==> src/rtl/mti_pkg.sv <==
package mti_pkg;

  // History fill state: waiting for a marker, filling one chirp, ready.
  typedef enum logic [1:0] {
    PR_WAIT  = 2'd0,
    PR_FILL  = 2'd1,
    PR_READY = 2'd2
  } prime_state_t;

  localparam int LANES = 2;  // lane 0 = I, lane 1 = Q

endpackage

==> src/rtl/mti_bin_counter.sv <==
module mti_bin_counter #(
  parameter int NUM_BINS = 64,
  localparam int BIN_W = (NUM_BINS > 1) ? $clog2(NUM_BINS) : 1
) (
  input  logic             clk,
  input  logic             rst,
  input  logic             in_valid,
  input  logic             in_first,
  output logic [BIN_W-1:0] bin_idx,
  output logic             last_bin
);

  localparam logic [BIN_W-1:0] LAST = BIN_W'(NUM_BINS - 1);

  logic [BIN_W-1:0] next_bin;

  // A marker forces bin 0 for the current sample.
  assign bin_idx  = in_first ? '0 : next_bin;
  assign last_bin = (bin_idx == LAST);

  always_ff @(posedge clk) begin
    if (rst) begin
      next_bin <= '0;
    end else if (in_valid) begin
      next_bin <= last_bin ? '0 : bin_idx + 1'b1;
    end
  end

endmodule

==> src/rtl/mti_history.sv <==
module mti_history #(
  parameter int DATA_W   = 16,
  parameter int NUM_BINS = 64,
  localparam int BIN_W   = (NUM_BINS > 1) ? $clog2(NUM_BINS) : 1,
  localparam int WORD_W  = 2 * DATA_W
) (
  input  logic                     clk,
  input  logic                     wr_en,
  input  logic [BIN_W-1:0]         idx,
  input  logic signed [DATA_W-1:0] wr_i,
  input  logic signed [DATA_W-1:0] wr_q,
  output logic signed [DATA_W-1:0] rd_i,
  output logic signed [DATA_W-1:0] rd_q
);

  // One word per range bin. Asynchronous read, so the previous value is
  // read before the write at the clock edge (distributed storage).
  logic [WORD_W-1:0] mem [NUM_BINS];

  assign rd_i = mem[idx][WORD_W-1:DATA_W];
  assign rd_q = mem[idx][DATA_W-1:0];

  always_ff @(posedge clk) begin
    if (wr_en) begin
      mem[idx] <= {wr_i, wr_q};
    end
  end

endmodule

==> src/rtl/mti_prime_ctrl.sv <==
module mti_prime_ctrl
  import mti_pkg::*;
(
  input  logic clk,
  input  logic rst,
  input  logic enable,
  input  logic in_valid,
  input  logic in_first,
  input  logic last_bin,
  output logic ready
);

  prime_state_t state, state_n;

  always_comb begin
    state_n = state;
    if (!enable) begin
      state_n = PR_WAIT;
    end else if (in_valid) begin
      case (state)
        PR_WAIT:  if (in_first) state_n = last_bin ? PR_READY : PR_FILL;
        PR_FILL:  if (last_bin) state_n = PR_READY;
        default:  state_n = PR_READY;
      endcase
    end
  end

  always_ff @(posedge clk) begin
    if (rst) state <= PR_WAIT;
    else     state <= state_n;
  end

  assign ready = (state == PR_READY);

endmodule

==> src/rtl/mti_diff_stage.sv <==
module mti_diff_stage
  import mti_pkg::*;
#(
  parameter int DATA_W = 16,
  localparam int OUT_W = DATA_W + 1
) (
  input  logic                     clk,
  input  logic                     rst,
  input  logic                     in_valid,
  input  logic                     in_first,
  input  logic                     enable,
  input  logic                     ready,
  input  logic signed [DATA_W-1:0] cur  [LANES],
  input  logic signed [DATA_W-1:0] prev [LANES],
  output logic                     out_valid,
  output logic                     out_first,
  output logic signed [OUT_W-1:0]  out_d [LANES]
);

  always_ff @(posedge clk) begin
    if (rst) begin
      out_valid <= 1'b0;
      out_first <= 1'b0;
    end else begin
      out_valid <= in_valid;
      out_first <= in_valid & in_first;
    end
  end

  for (genvar ln = 0; ln < LANES; ln++) begin : g_lane
    logic signed [OUT_W-1:0] cur_x, prev_x, res;

    assign cur_x  = {cur[ln][DATA_W-1], cur[ln]};
    assign prev_x = {prev[ln][DATA_W-1], prev[ln]};

    always_comb begin
      if (!enable)     res = cur_x;
      else if (!ready) res = '0;
      else             res = cur_x - prev_x;
    end

    always_ff @(posedge clk) begin
      if (rst)           out_d[ln] <= '0;
      else if (in_valid) out_d[ln] <= res;
    end
  end

endmodule

==> src/rtl/mti_canceller.sv <==
module mti_canceller
  import mti_pkg::*;
#(
  parameter int DATA_W   = 16,
  parameter int NUM_BINS = 64,
  localparam int OUT_W   = DATA_W + 1,
  localparam int BIN_W   = (NUM_BINS > 1) ? $clog2(NUM_BINS) : 1
) (
  input  logic                     clk,
  input  logic                     rst,
  input  logic                     mti_on,
  input  logic                     in_valid,
  input  logic                     in_first,
  input  logic signed [DATA_W-1:0] in_i,
  input  logic signed [DATA_W-1:0] in_q,
  output logic                     out_valid,
  output logic                     out_first,
  output logic signed [OUT_W-1:0]  out_i,
  output logic signed [OUT_W-1:0]  out_q
);

  logic [BIN_W-1:0]         bin_idx;
  logic                     last_bin;
  logic                     armed;
  logic signed [DATA_W-1:0] hist_i, hist_q;
  logic signed [DATA_W-1:0] cur_v  [LANES];
  logic signed [DATA_W-1:0] prev_v [LANES];
  logic signed [OUT_W-1:0]  res_v  [LANES];

  mti_bin_counter #(.NUM_BINS(NUM_BINS)) u_cnt (
    .clk      (clk),
    .rst      (rst),
    .in_valid (in_valid),
    .in_first (in_first),
    .bin_idx  (bin_idx),
    .last_bin (last_bin)
  );

  // History takes the raw sample on every valid input, in either mode.
  mti_history #(.DATA_W(DATA_W), .NUM_BINS(NUM_BINS)) u_hist (
    .clk   (clk),
    .wr_en (in_valid),
    .idx   (bin_idx),
    .wr_i  (in_i),
    .wr_q  (in_q),
    .rd_i  (hist_i),
    .rd_q  (hist_q)
  );

  mti_prime_ctrl u_prime (
    .clk      (clk),
    .rst      (rst),
    .enable   (mti_on),
    .in_valid (in_valid),
    .in_first (in_first),
    .last_bin (last_bin),
    .ready    (armed)
  );

  assign cur_v[0]  = in_i;
  assign cur_v[1]  = in_q;
  assign prev_v[0] = hist_i;
  assign prev_v[1] = hist_q;

  mti_diff_stage #(.DATA_W(DATA_W)) u_diff (
    .clk       (clk),
    .rst       (rst),
    .in_valid  (in_valid),
    .in_first  (in_first),
    .enable    (mti_on),
    .ready     (armed),
    .cur       (cur_v),
    .prev      (prev_v),
    .out_valid (out_valid),
    .out_first (out_first),
    .out_d     (res_v)
  );

  assign out_i = res_v[0];
  assign out_q = res_v[1];

endmodule

==> config.mk <==
export PLATFORM = sky130hd
export DESIGN_NAME = mti_canceller
export DESIGN_NICKNAME = d
export VERILOG_FILES = /design/src/rtl/mti_pkg.sv /design/src/rtl/mti_bin_counter.sv /design/src/rtl/mti_history.sv /design/src/rtl/mti_prime_ctrl.sv /design/src/rtl/mti_diff_stage.sv /design/src/rtl/mti_canceller.sv
export SDC_FILE = /design/constraint.sdc
export NUM_CORES = 2
export LEC_CHECK = 0
export BUFFER_PORTS_ARGS = -buffer_cell sky130_fd_sc_hd__buf_2
export CAP_MARGIN = 15
export CORE_AREA = 3 3 457 459
export CTS_CLUSTER_DIAMETER = 200
export CTS_CLUSTER_SIZE = 14
export DETAILED_ROUTE_END_ITERATION = 10
export DIE_AREA = 0 0 460 462
export PLACE_DENSITY_LB_ADDON = 0.05
export SLEW_MARGIN = 20
export SYNTH_ARGS = -nofsm -noshare
export SYNTH_HDL_FRONTEND = slang
export SYNTH_SLANG_ARGS = --single-unit
==> constraint.sdc <==
create_clock -name clk -period 8.1 [get_ports clk]
set_clock_uncertainty 0.05 [all_clocks]
set_input_delay 2.43 -clock clk [delete_from_list [all_inputs] [get_ports clk]]
set_output_delay 2.43 -clock clk [all_outputs]
set_load 0.01 [all_outputs]
==> out/metrics.cfg <==
[run_status]
status = finished, final reports clean

[synthesis]
yosysSeqAreaShare_pct = 76.17
synth-seq-cells = 2092
syn_nets = 4921
synth_warnings = 0
synth_area_mm2 = 0.08189
avgSynthCellArea_um2 = 16.89
yosys.cell_types.count = 84
synthFlopType = edfxtp_1
synth_edf_count = 2048
async_flop_share_pct = 0
syn_inst = 4849

[worst_hold_path]
min_from = u_diff.out_d[18]
holdPathEnd = u_diff.out_d[18]
hold_path_class = reg2reg
whs_path_depth = 2

[clock_tree]
holdBufCountCts = 0
postCtsSetupBuffers = 0
clockRootBuffer = clkbuf_16
cts_sinks = 2092
cts_buffer_depth = 3
cts_tree = yes
clkSlewWorstSetupHoldPaths_ns = 0.07
cts_inserted_buffers = 167
cts_resized = 0
cts_htree_levels = 4
insertion_delay_ns = 0.86

[timing]
setup_viol = 0
min_period_ns = 7.478
hold_ws_ns = 0.4300
fin_ws_ns = 0.6224
tightest_slew_ns = 1.254
timing.fmax_mhz = 133.7
finalSetupTns_ns = 0
maxSlewViolCount = 0
rsz0062_at_grt = no
fin_crit_sh_pct = 92.32
slew-limit-headroom_pct = 16.43
hold_violations = 0

[floorplan]
rows = 166
core_mm2 = 0.2048
dieArea_mm2 = 0.2125
ios = 73
die_h_um = 462
die_w_um = 460
initial_core_util_pct = 39.99

[setup_path]
reg2reg_depth = 18
cp.required_ns = 8.80
crit_path_start_kind = primary input
cp.arrival_ns = 8.18
endpoint_kind = flip-flop
startpoint = in_first
r2r_end = u_diff.out_d[31]
reg2reg_slack_ns = 1.56
crit_fanout = 23
worstReg2RegStart = u_cnt.next_bin[2]
worstSetupPathType = in2reg

[finish]
instances_no_fill = 7951
post_route_cells_drive_above_1_share_pct = 17.36
fin_nets = 5283
areaGrowthSynthToFinish_pct = 13.39
postLayoutCoreUtil_pct = 45.34

[job]
drv_cap = 0

[routing]
post_drt_wl_per_cell_um = 43.86
drt_first_pass_iters = 7
routed-via-count = 52010
drc = 0
wirelength_mm = 348.8
drt_iter0_drc = 8343
drtAntennaViolNets = 0
vias_per_cell = 6.541

[grt]
grt_pass1_vias = 47570
grtUsageTotal_pct = 32.27
grt_pass1_wl_mm = 458.4
grt_overflow_total = 0
antenna_found_initial = 30
grt_max_degree = 84

[place]
numPlacedInstances = 7730
port_buffers = 72
hpwl_mm = 221.4
place.gp.congestion = 0.9441
dp_slack_ns = 0.04372

[power_and_ir_drop]
vdd_ir_drop_max_mv = 0.2189
leakage_nw = 28.73
cellPowerDensity_mw_per_mm2 = 226.3

how the worst max path moves through the flow:
| stage | end | slack [ns] | cells past startpoint |
|---|---|---|---|
| 2_1_floorplan | u_diff.out_d[14] | 2.01 | 18 |
| 3_3_place_gp | u_diff.out_d[31] | 0.08 | 18 |
| 3_5_place_dp | u_diff.out_d[31] | 0.04 | 18 |
| 4_1_cts | u_diff.out_d[31] | 0.92 | 19 |
| 5_1_grt | u_diff.out_d[31] | 0.41 | 18 |
| 6_report | u_diff.out_d[31] | 0.62 | 19 |
registers in the layout, summed over array words and instances, names as in the netlist:
signal and count:
u_cnt.next_bin 6, u_hist.mem 2048, u_diff.out_first 1, u_diff.out_d 34
u_prime.state 2, u_diff.out_valid 1
critical path, cell delays in order:
cell and delay [ns]:
buf_2 0.51, buf_4 0.45, nand2b_1 0.23, inv_2 0.19, buf_4 0.35, a22o_1 0.27
o21ai_0 0.34, o21ai_0 0.15, nor4b_1 0.92, ha_1 0.33, inv_1 0.07, fa_1 0.45
a211oi_1 0.34, nor2_1 0.11, o31ai_1 0.28, buf_4 0.20, and4_1 0.18, o21ai_0 0.09
a211oi_1 0.21
kinds of logic (layout without fill, tap and decap cells):
logic type | after synthesis | after routing | share of synthesized area (%)
other cells | 0 | 10 | 0
mux | 517 | 517 | 6.629
xor+xnor | 13 | 13 | 0.1390
compound gates | 1302 | 1302 | 11.08
fa+ha+maj | 35 | 35 | 0.5531
buf+inv | 343 | 747 | 2.295
flops | 2092 | 2092 | 76.17
simple gates | 547 | 547 | 3.134
area by class of cell:
cell class	count	area (um^2)
Fill cell	17820	111900
Sequential cell	2092	62390
Multi-Input combinational cell	2414	18290
Inverter	23	87.58
Clock buffer	196	4309
Clock inverter	15	212.7
Tap cell	2688	3363
Timing Repair Buffer	513	4179
Antenna cell	10	25.02
routing by layer:
metal / part of all wire (%) / global-route usage [%]
met5: 0.0075 / 0
met4: 4.8 / 13.19
met2: 44 / 48.28
met1: 41 / 45.93
met3: 10 / 6.788
synth_stat cells (7+ instances only):
master | instances | area share [%]
o21ai_1 | 7 | 0.043
and3_1 | 9 | 0.069
nand2b_1 | 11 | 0.084
or3_1 | 10 | 0.076
clkbuf_1 | 111 | 0.51
nand2_1 | 120 | 0.55
mux4_2 | 12 | 0.33
inv_1 | 20 | 0.092
a222oi_1 | 8 | 0.098
mux2_2 | 83 | 1.1
a22oi_1 | 146 | 1.3
buf_4 | 46 | 0.42
buf_6 | 29 | 0.40
a221o_1 | 21 | 0.26
buf_2 | 99 | 0.61
a211oi_1 | 50 | 0.46
mux2i_1 | 422 | 5.2
o211ai_1 | 62 | 0.57
nor2b_1 | 31 | 0.24
a21o_1 | 15 | 0.14
o21ai_0 | 139 | 0.85
nor2_1 | 235 | 1.1
nor3_1 | 31 | 0.19
a22o_1 | 15 | 0.16
a31oi_1 | 17 | 0.13
o22a_1 | 26 | 0.28
a221oi_1 | 75 | 0.80
dfxtp_1 | 44 | 1.1
nand4_1 | 17 | 0.13
a21oi_1 | 186 | 1.1
xnor2_1 | 9 | 0.096
or4_1 | 7 | 0.064
buf_1 | 29 | 0.13
o32a_1 | 14 | 0.17
a2bb2oi_1 | 39 | 0.42
nand3_1 | 25 | 0.15
ha_1 | 33 | 0.50
o221ai_1 | 104 | 1.1
o22ai_1 | 313 | 2.4
edfxtp_1 | 2048 | 75
through the flow:
stage	total power, mW	cell area, um^2
5_1_grt	21.52	92830
4_1_cts	21.07	92830
3_3_place_gp	13.56	88240
6_report	21.02	92860
2_1_floorplan	12.74	81890
3_5_place_dp	13.56	88310
report_power, final:
part | internal (mW) | switching [mW] | total, mW
Sequential | 11.9 | 0.0250 | 11.9
Clock | 3.76 | 3.89 | 7.65
Combinational | 0.404 | 1.04 | 1.45
placed cells by master (no fill, tap or decap), drive strengths merged, types with 62 or more instances in the layout:
cell type  count
o21ai        146
a221oi        78
a22oi        146
clkbuf       196
buf          513
o221ai       104
a21oi        187
nand2        120
mux2          83
mux2i        422
edfxtp      2048
o22ai        313
nor2         236
o211ai        62
Note: power is estimated with default switching activity, not from simulation.
